## src/rtl/fpa_pkg.sv

```systemverilog
package fpa_pkg;

  typedef enum logic [1:0] {
    ALN_AUTO   = 2'b00,
    ALN_RSV    = 2'b01,
    ALN_ALWAYS = 2'b10,
    ALN_NEVER  = 2'b11
  } aln_mode_e;

  // True when the counter position is within one clock of the frame start:
  // the last two positions of the frame, or the start position itself.
  function automatic logic near_frame_start(input int unsigned pix,
                                            input int unsigned line,
                                            input int unsigned cpl,
                                            input int unsigned lpf);
    logic at_start;
    logic at_tail;
    at_start = (pix == 0) && (line == 0);
    at_tail  = (line == lpf - 1) && ((pix == cpl - 1) || (pix == cpl - 2));
    return at_start || at_tail;
  endfunction

  // Cycles without a reference after which the reference counts as absent.
  function automatic int unsigned absence_limit(input int unsigned cpl,
                                                input int unsigned lpf);
    return 2 * cpl * lpf;
  endfunction

endpackage

```

## src/rtl/fpa_sync.sv

```systemverilog
module fpa_sync #(
  parameter int W = 2
) (
  input  logic         clk,
  input  logic         rst_n,
  input  logic [W-1:0] din,
  output logic [W-1:0] lvl
);

  for (genvar i = 0; i < W; i++) begin : g_bit
    logic meta_q;
    logic stab_q;
    always_ff @(posedge clk) begin
      if (!rst_n) begin
        meta_q <= 1'b0;
        stab_q <= 1'b0;
      end else begin
        meta_q <= din[i];
        stab_q <= meta_q;
      end
    end
    assign lvl[i] = stab_q;
  end

endmodule

```

## src/rtl/fpa_timebase.sv

```systemverilog
module fpa_timebase #(
  parameter int CW = 12,
  parameter int LW = 11
) (
  input  logic          clk,
  input  logic          rst_n,
  input  logic [CW-1:0] cpl_i,
  input  logic [LW-1:0] lpf_i,
  input  logic          realign_i,
  output logic [CW-1:0] pix_o,
  output logic [LW-1:0] line_o,
  output logic          pulse_o
);

  logic          run_q;
  logic [CW-1:0] pix_q;
  logic [LW-1:0] line_q;
  logic          line_end;
  logic          frame_end;

  assign line_end  = (pix_q >= cpl_i - CW'(1));
  assign frame_end = (line_q >= lpf_i - LW'(1));

  always_ff @(posedge clk) begin
    if (!rst_n) begin
      run_q  <= 1'b0;
      pix_q  <= '0;
      line_q <= '0;
    end else begin
      run_q <= 1'b1;
      if (realign_i) begin
        pix_q  <= '0;
        line_q <= '0;
      end else if (run_q) begin
        if (line_end) begin
          pix_q  <= '0;
          line_q <= frame_end ? '0 : line_q + LW'(1);
        end else begin
          pix_q <= pix_q + CW'(1);
        end
      end
    end
  end

  assign pix_o   = pix_q;
  assign line_o  = line_q;
  assign pulse_o = run_q && (pix_q == '0) && (line_q == '0);

  AST_REALIGN_TO_START: assert property (@(posedge clk) disable iff (!rst_n)
    (realign_i && run_q) |=> pulse_o) else $error("realign did not restart frame");
  AST_PULSE_ONE_CYCLE: assert property (@(posedge clk) disable iff (!rst_n)
    (pulse_o && !realign_i && (cpl_i > CW'(1)) && $stable(cpl_i)) |=> !pulse_o)
    else $error("frame pulse wider than one cycle");

endmodule

```

## src/rtl/fpa_align_ctl.sv

```systemverilog
module fpa_align_ctl
  import fpa_pkg::*;
#(
  parameter int CW = 12,
  parameter int LW = 11
) (
  input  logic          clk,
  input  logic          rst_n,
  input  logic          vs_lvl_i,
  input  logic          fld_lvl_i,
  input  logic          pol_rise_i,
  input  logic          interlaced_i,
  input  logic          force_i,
  input  logic [1:0]    mode_i,
  input  logic [CW-1:0] pix_i,
  input  logic [LW-1:0] line_i,
  input  logic [CW-1:0] cpl_i,
  input  logic [LW-1:0] lpf_i,
  output logic          realign_o,
  output logic          misaligned_o
);

  localparam int TW = CW + LW + 1;

  aln_mode_e     mode;
  logic          vs_prev_q;
  logic          vs_edge;
  logic          ref_evt;
  logic          near;
  logic [TW-1:0] gap_cnt_q;
  logic [TW-1:0] limit;
  logic          absent;
  logic          mis_q;

  assign mode    = aln_mode_e'(mode_i);
  assign vs_edge = pol_rise_i ? (vs_lvl_i && !vs_prev_q) : (!vs_lvl_i && vs_prev_q);
  assign ref_evt = !force_i && vs_edge && (!interlaced_i || !fld_lvl_i);
  assign near    = near_frame_start(32'(pix_i), 32'(line_i), 32'(cpl_i), 32'(lpf_i));
  assign limit   = TW'(absence_limit(32'(cpl_i), 32'(lpf_i)));
  assign absent  = (gap_cnt_q >= limit);

  always_comb begin
    unique case (mode)
      ALN_ALWAYS: realign_o = ref_evt;
      ALN_AUTO:   realign_o = ref_evt && !near;
      default:    realign_o = 1'b0;
    endcase
  end

  always_ff @(posedge clk) begin
    if (!rst_n) begin
      vs_prev_q <= 1'b0;
      gap_cnt_q <= '0;
      mis_q     <= 1'b0;
    end else begin
      vs_prev_q <= vs_lvl_i;
      if (ref_evt)      gap_cnt_q <= '0;
      else if (!absent) gap_cnt_q <= gap_cnt_q + TW'(1);
      if (force_i)      mis_q <= 1'b0;
      else if (ref_evt) mis_q <= !near;
      else if (absent)  mis_q <= 1'b0;
    end
  end

  assign misaligned_o = mis_q;

  AST_FORCE_BLOCKS_REF: assert property (@(posedge clk) disable iff (!rst_n)
    force_i |-> !realign_o) else $error("realign under forced free run");
  AST_FORCE_CLEARS_STATUS: assert property (@(posedge clk) disable iff (!rst_n)
    force_i |=> !misaligned_o) else $error("status set under forced free run");
  AST_NEVER_POLICY: assert property (@(posedge clk) disable iff (!rst_n)
    ((mode == ALN_NEVER) || (mode == ALN_RSV)) |-> !realign_o)
    else $error("counter moved under never policy");
  AST_ALWAYS_POLICY: assert property (@(posedge clk) disable iff (!rst_n)
    ((mode == ALN_ALWAYS) && ref_evt) |-> realign_o)
    else $error("reference skipped under always policy");
  AST_AUTO_ONLY_MISALIGNED: assert property (@(posedge clk) disable iff (!rst_n)
    ((mode == ALN_AUTO) && realign_o) |=> misaligned_o)
    else $error("auto policy moved an aligned counter");
  AST_ABSENT_CLEARS: assert property (@(posedge clk) disable iff (!rst_n)
    (absent && !ref_evt) |=> !misaligned_o) else $error("status kept without reference");

endmodule

```

## src/rtl/frame_pulse_aligner.sv

```systemverilog
module frame_pulse_aligner #(
  parameter int CW = 12,
  parameter int LW = 11
) (
  input  logic          clk,
  input  logic          rst_n,
  input  logic [CW-1:0] cfg_line_clks,
  input  logic [LW-1:0] cfg_frame_lines,
  input  logic          vsync_in,
  input  logic          field_in,
  input  logic          sync_pol_rise,
  input  logic [1:0]    align_mode,
  input  logic          free_run_force,
  input  logic          interlaced,
  output logic          frame_pulse,
  output logic          frame_misaligned
);

  logic [1:0]    sync_lvl;
  logic [CW-1:0] pix;
  logic [LW-1:0] line;
  logic          realign;

  fpa_sync #(.W(2)) u_sync (
    .clk   (clk),
    .rst_n (rst_n),
    .din   ({field_in, vsync_in}),
    .lvl   (sync_lvl)
  );

  fpa_align_ctl #(.CW(CW), .LW(LW)) u_ctl (
    .clk          (clk),
    .rst_n        (rst_n),
    .vs_lvl_i     (sync_lvl[0]),
    .fld_lvl_i    (sync_lvl[1]),
    .pol_rise_i   (sync_pol_rise),
    .interlaced_i (interlaced),
    .force_i      (free_run_force),
    .mode_i       (align_mode),
    .pix_i        (pix),
    .line_i       (line),
    .cpl_i        (cfg_line_clks),
    .lpf_i        (cfg_frame_lines),
    .realign_o    (realign),
    .misaligned_o (frame_misaligned)
  );

  fpa_timebase #(.CW(CW), .LW(LW)) u_tb (
    .clk       (clk),
    .rst_n     (rst_n),
    .cpl_i     (cfg_line_clks),
    .lpf_i     (cfg_frame_lines),
    .realign_i (realign),
    .pix_o     (pix),
    .line_o    (line),
    .pulse_o   (frame_pulse)
  );

  AST_RESET_QUIET: assert property (@(posedge clk)
    !rst_n |=> (!frame_pulse && !frame_misaligned)) else $error("outputs active in reset");

endmodule

```

## config.mk

```make
export PLATFORM = sky130hd
export DESIGN_NAME = frame_pulse_aligner
export DESIGN_NICKNAME = d
export VERILOG_FILES = /design/src/rtl/fpa_pkg.sv /design/src/rtl/fpa_sync.sv /design/src/rtl/fpa_timebase.sv /design/src/rtl/fpa_align_ctl.sv /design/src/rtl/frame_pulse_aligner.sv
export SDC_FILE = /design/constraint.sdc
export NUM_CORES = 1
export LEC_CHECK = 0
export ABC_AREA = 1
export BUFFER_PORTS_ARGS = -buffer_cell sky130_fd_sc_hd__buf_2
export CAP_MARGIN = 5
export CORE_AREA = 2 2 152 110
export DETAILED_ROUTE_END_ITERATION = 16
export DIE_AREA = 0 0 154 112
export PLACE_DENSITY = 0.92
export REMOVE_ABC_BUFFERS = 1
export SYNTH_ARGS = -nofsm -noshare
export SYNTH_HDL_FRONTEND = slang
export SYNTH_HIERARCHICAL = 1
export SYNTH_SLANG_ARGS = --single-unit
```

## constraint.sdc

```tcl
create_clock -name clk -period 21.7 [get_ports clk]
set_input_delay 5.425 -clock clk [delete_from_list [all_inputs] [get_ports clk]]
set_output_delay 5.425 -clock clk [all_outputs]
set_load 0.05 [all_outputs]
```

# Word level (Yosys, flattened, before mapping)
# Index checks and enable logic that the tools add are counted.
# W data, S select, Z words.
# classes
addsub	8
n_mul	1
div	0
order_cmp	3
eq_ne	4
n_shift	0
n_mux	7
bitwise	1
reduce_logical	26
# op_table
cell	count
$eq A12 B32 Y1	2
$eq A11 B32 Y1	1
$add A24 B1 Y24 const B	1
$ge A24 B24 Y1	1
$mul A12 B11 Y23	1
$sub A12 B1 Y13 const B	1
$sub A12 B2 Y13 const B	1
$add A12 B1 Y12 const B	1
$ge A12 B12 Y1	1
$logic_not A12 Y1	1
$mux W12	1
$sub A11 B1 Y12 const B	1
$sub A12 B1 Y12 const B	1
$add A11 B1 Y11 const B	1
$ge A11 B11 Y1	1
$logic_not A11 Y1	1
$mux W11	1
$sub A11 B1 Y11 const B	1
$logic_and A1 B1 Y1	9
$logic_not A1 Y1	6
$reduce_or A2 Y1	3
$mux W1	4
$logic_or A1 B1 Y1	3
$eq A2 B2 Y1 const B	1
5 further kinds	5
# totals
regBits	54
latchBits	0
mem_bits_rw	0
romBits	0
output_inout_bits	2
elab_cells	60
n_memories	0

# Logic depth before layout (Yosys ltp)
# logic_depth
depth_word	9
ltp_mapped	33

# Hierarchy
# Netlist, hierarchy kept.
# modules_own_cells
mod	n_inst	cells_each	area_each_um2	seq_area_each_um2
fpa_align_ctl	1	1219	8047.7	520.5
fpa_timebase	1	364	2346.0	480.5
fpa_sync	1	14	125.1	80.1

# Worst setup path before layout
# Ideal clock, no wire load.
# synth_timing
path_kind	in2reg
from	input port cfg_line_clks[1]
to	register u_ctl.gap_cnt_q[13]
setup_time_ns	0.115
arrival_ns	11.222
required_time_ns	21.585
setup_slack_ns	10.363
stages	29
n_path_buf	3
cell_sequence	clkbuf_2 > clkbuf_1 > nand2_1 > fa_1 > fa_1 > inv_1 > fa_1 > fa_1 > inv_1 > fa_1 > inv_1 > ha_1 > a21oi_1 > o21ai_0 > a21oi_1 > inv_1 > a21boi_0 > o211ai_1 > xor2_1 > ha_1 > nand4_1 > or2_1 > inv_1 > nand3_1 > nand4_2 > inv_2 > buf_6 > a21oi_1 > nor2_1
# synth_via
elab_chain_cells	2
# synth_lines
element	line_no	source
start: declaration	frame_pulse_aligner.sv:7	input logic [CW-1:0] cfg_line_clks,
$mul A12 B11 Y23	fpa_pkg.sv:26	return 2 * cpl * lpf;
$ge A24 B24 Y1	fpa_align_ctl.sv:40	assign absent = (gap_cnt_q >= limit);
end signal: assignment	fpa_align_ctl.sv:58	else if (!absent) gap_cnt_q <= gap_cnt_q + TW'(1);
end: declaration	fpa_align_ctl.sv:30	logic [TW-1:0] gap_cnt_q;
# No other way between the ends.
# A chain may end at the register's enable or synchronous reset.

# Final worst setup path
# layout_timing
from	input port cfg_line_clks[5]
to	register u_ctl.gap_cnt_q[10]
# The elaborated chain is that of the path after synthesis.

==> results.md <==
- The flow ran to the end, and the final reports show no timing, DRC or antenna violations.
- After synthesis, the cell types taking the most area are sky130_fd_sc_hd__fa_1, sky130_fd_sc_hd__nand2_1, sky130_fd_sc_hd__ha_1, sky130_fd_sc_hd__inv_1, sky130_fd_sc_hd__dfxtp_1.
- The HPWL after detailed placement is 21.5 mm.
- The clock drives 54 sinks.
- In this run the count of I/O pins placed on the die edge is 34.
- Registers take 1080 um^2.
- The number of diodes added for antenna fixing is 0.
- Of the total synthesized cell area, the portion taken by XOR and XNOR cells is 0.0633.
- Routability-driven placement finished with a final weighted congestion of 1.01.
- The clock transition at the register clock pins on the worst setup and hold paths after CTS is 0.07 ns.
- The relative max-transition margin is 0.317.
- The fraction of final layout cells sized beyond drive strength 1 is 0.0571.
- At the end of the flow the core is filled with cells to 0.685.
- The switching share of total power is 0.543.
- At the placement stage, the worst setup path has a slack of 9.10 ns.
- The number of optimization iterations in the first detailed-route pass is 6.
- The initial utilization of the core area, before any placement, comes to 0.663.
- The worst-case IR drop observed on VDD is 0.103 mV.
- The synthesized-area fraction occupied by ao, oa, aoi and oai cells came to 0.0611.
- The analysis attributes to net switching a power of 494 uW.
- Of the total power, the clock network draws 0.103.
- After layout, the minimum clock period comes to 12.45 ns.
- In this run the power density over the cells is 83.7 nW/um^2.
- The worst hold path begins at u_sync/g_bit[0].meta_q.
- The cell count after synthesis is 1597.
- The routed layout has 10234 vias.
- The setup path with the least slack is of type in -> reg.
- By area, the combinational part of the netlist is dominated by simple AND/OR/NAND/NOR gates.
- The post-detailed-route via-to-cell ratio is 5.69.
- In this run the post-CTS setup repair buffer count came out at 0.
- The die is 112 um tall.
- The average size of a mapped cell is 6.59 um^2.
- The total congestion overflow is 0.
- Across every metal layer, demand over resource in global routing totals 0.322.
- The final critical-path share of the clock period is 0.574.
- The share of the Yosys chip area taken by registers is 0.103.
- Summed over all instances, the cell type with the most area after synthesis is sky130_fd_sc_hd__fa_1.
- The worst clock skew is 0.00510 ns.
- The number of DRC violations after detailed-routing iteration 0 is 1244.
- By count the netlist is led by sky130_fd_sc_hd__nand2_1, sky130_fd_sc_hd__inv_1, sky130_fd_sc_hd__ha_1.
- For this design the static power due to leakage is 6.01 nW.
- Summing all multi-input logic gate instances after layout gives 7840 um^2.
- The initial antenna violation count is 0.
- The synthesized-area fraction occupied by and/or/nand/nor cells is 0.311.
- Cell internal power was estimated by the tool at 415 uW.
- In this run, post-CTS repair resized a total of 0 instances.
- The level count of the clock H-tree is 2.
- For the pin with the worst max-slew slack, the measured transition is 1.02 ns.
- After filler insertion, the fill cell instance count of the layout stands at 1332.
- In this run the remaining antenna-violating nets after routing total 0.
- The share of total power dissipated in combinational logic is 0.784.
- Setup repair after global routing left no endpoint under its margin.
- The critical path data required time is 21.90 ns.
- In the final routed layout, each cell accounts on average for 15.1 um.
- Of the post-synthesis cell area, the part taken by muxes is 0.
- Across the run, the number of max-cap violations was 0.
- The floorplan has 39 rows.
- The number of hold buffers added after CTS was 0.
- The count of endpoints failing setup in the final report is 0.
- At the worst endpoint, the arrival time is 12.66 ns.
- The main flop type after synthesis is sky130_fd_sc_hd__dfxtp_1.
- The floorplan core area is 15900 um^2.
- Of the total synthesized cell area, the portion taken by full adders, half adders and majority gates is 0.310.
- The die is 154 um wide.
- The fraction of post-synthesis cell area in the top cell type by area is 0.169.
- The number of max-slew violations in the final report was 0.
- The maximum number of pins on one net before global-route repair is 28.
- The first global-routing pass estimated 45.7 mm of wire.
- The clock tree from TritonCTS is built.
- The kind of path behind the tightest hold check is reg -> reg.
- The number of global-route vias before repair was 9611.
- The synthesized netlist occupies a cell area of 10500 um^2.
- The clock reaches the later pin of the worst-skew pair after 0.30 ns.
- STA classifies the critical path endpoint as a flop.
- The launching point of the worst reg2reg path is u_tb/pix_o[5].
- The final layout net count is 1832.
- The number of warnings printed during yosys synthesis is 6.
- The overall power of the completed layout is 909 uW.
- The tree is rooted in a sky130_fd_sc_hd__clkbuf_16.
- The hold violation total from the final report is 0.
- Timing would allow up to 0.0803 GHz.
- The share of flip-flops with an asynchronous set or reset is 0.
- The most used standard cell by instance count after synthesis is sky130_fd_sc_hd__nand2_1.
- The routed wire length is 27.2 mm.
- In this run the tool buffered the top-level ports with 33 buffer cells.
- The number of enable flip-flop cells after synthesis is 0.
- The first element of the critical path is cfg_line_clks[5].
- Of the total power, registers draw 0.113.
- The number of buffers on the longest clock path is 2.
- After layout, the worst setup slack is 9.25 ns.
- The largest fanout of any net on the critical path is 27.
- The post-synthesis cell type count is 47.
- The worst setup path is launched from a primary input.
- The register bit total from synthesis is 54.
- From synthesis to final layout, the design area changed by 3.24%.
- In this run, CTS created clock tree buffers numbering 5.
- The remaining design rule violation count is 0.
- In the final timing run, aggregate negative setup slack is 0 ns.
- The area of the die is 17200 um^2.
- Hold is met by 0.428 ns.
==> critical path, stage by stage <==
cell and delay (ns):
sky130_fd_sc_hd__buf_2 0.43, sky130_fd_sc_hd__nand2_1 0.16, sky130_fd_sc_hd__fa_1 0.60, sky130_fd_sc_hd__fa_1 0.45, sky130_fd_sc_hd__fa_1 0.53, sky130_fd_sc_hd__inv_1 0.07
sky130_fd_sc_hd__fa_1 0.53, sky130_fd_sc_hd__inv_1 0.05, sky130_fd_sc_hd__fa_1 0.53, sky130_fd_sc_hd__inv_1 0.04, sky130_fd_sc_hd__ha_1 0.36, sky130_fd_sc_hd__nand2_1 0.10
sky130_fd_sc_hd__o21ai_0 0.11, sky130_fd_sc_hd__a21oi_1 0.24, sky130_fd_sc_hd__inv_1 0.09, sky130_fd_sc_hd__a31oi_1 0.38, sky130_fd_sc_hd__o21ai_0 0.22, sky130_fd_sc_hd__xor2_1 0.20
sky130_fd_sc_hd__ha_1 0.32, sky130_fd_sc_hd__nand2_1 0.07, sky130_fd_sc_hd__a21oi_1 0.05, sky130_fd_sc_hd__nor4_2 0.29, sky130_fd_sc_hd__nand4_2 0.54, sky130_fd_sc_hd__inv_2 0.59
sky130_fd_sc_hd__nand3_1 0.15, sky130_fd_sc_hd__nand2_1 0.10, sky130_fd_sc_hd__nor2_1 0.04
==> through the flow <==
step                area, um^2  cells
CTS                      10900   1799
finish                   10900   1799
detailed placement       10700   1791
global placement         10700   1791
global route             10900   1799
floorplan                10300   1553
==> state kept, by name, summed over array words and instances, names as in the netlist <==
name                 count
u_tb/line_o             11
u_sync/g_bit.meta_q      2
u_ctl/misaligned_o       1
u_tb/pix_o              12
u_tb/run_q               1
u_ctl/gap_cnt_q         24
u_ctl/vs_prev_q          1
u_sync/g_bit.stab_q      2
==> logic make-up after synthesis <==
logic type	count (synthesis)
AO/OA/AOI/OAI	118
XOR/XNOR	76
adder cells (fa/ha/maj)	207
buffers and inverters	403
flip-flops	54
AND/OR/NAND/NOR	739
==> final timing paths <==
| kind | endpoint | slack, ns | depth (start not counted) |
|---|---|---|---|
| setup / recovery | u_ctl/gap_cnt_q[10] | 9.25 | 27 |
| setup reg to reg | u_tb/pix_o[2] | 18.38 | 16 |
| hold / removal | u_sync/g_bit[0].stab_q | 0.43 | 2 |
| hold reg to reg | u_sync/g_bit[0].stab_q | 0.43 | 2 |
==> layout by cell type (no fill, tap or decap), drive strengths merged, types with 16 or more instances in the layout <==
master / synthesis / final
xor2: 44 / 44
nor4: 16 / 16
fa: 89 / 89
nor3: 24 / 24
nor2: 126 / 126
inv: 358 / 358
nand3: 84 / 84
dfxtp: 54 / 54
a21oi: 68 / 68
nand2: 449 / 449
nand4: 28 / 28
buf: 19 / 33
o21ai: 36 / 36
ha: 118 / 118
xnor2: 32 / 32
==> power groups by stage <==
stage                     clock network (mW)  logic, mW  registers [mW]
final                                 0.0941      0.713           0.102
after global routing                  0.0984      0.809           0.103
after CTS                             0.0952      0.696           0.102
after detailed placement                   0      0.684           0.105
after global placement                     0      0.647           0.104
after floorplan                            0      0.515           0.104
==> area by class of cell <==
class                      instances  area share
multi-input combinational       1140       0.722
clock inverter                     3     0.00415
clock buffer                       5      0.0115
inverter                         359       0.124
timing repair buffer              33      0.0152
tap                              205      0.0236
sequential                        54      0.0996
==> per-layer routing <==
layer  share of wire  track usage  vias up
met5               0       0.0140        -
met4           0.020       0.0735        0
met3            0.12       0.0638       66
met2            0.43        0.505      588
met1            0.43        0.462     4720
li1                -            -     4860
(Power assumes the default switching activity.)
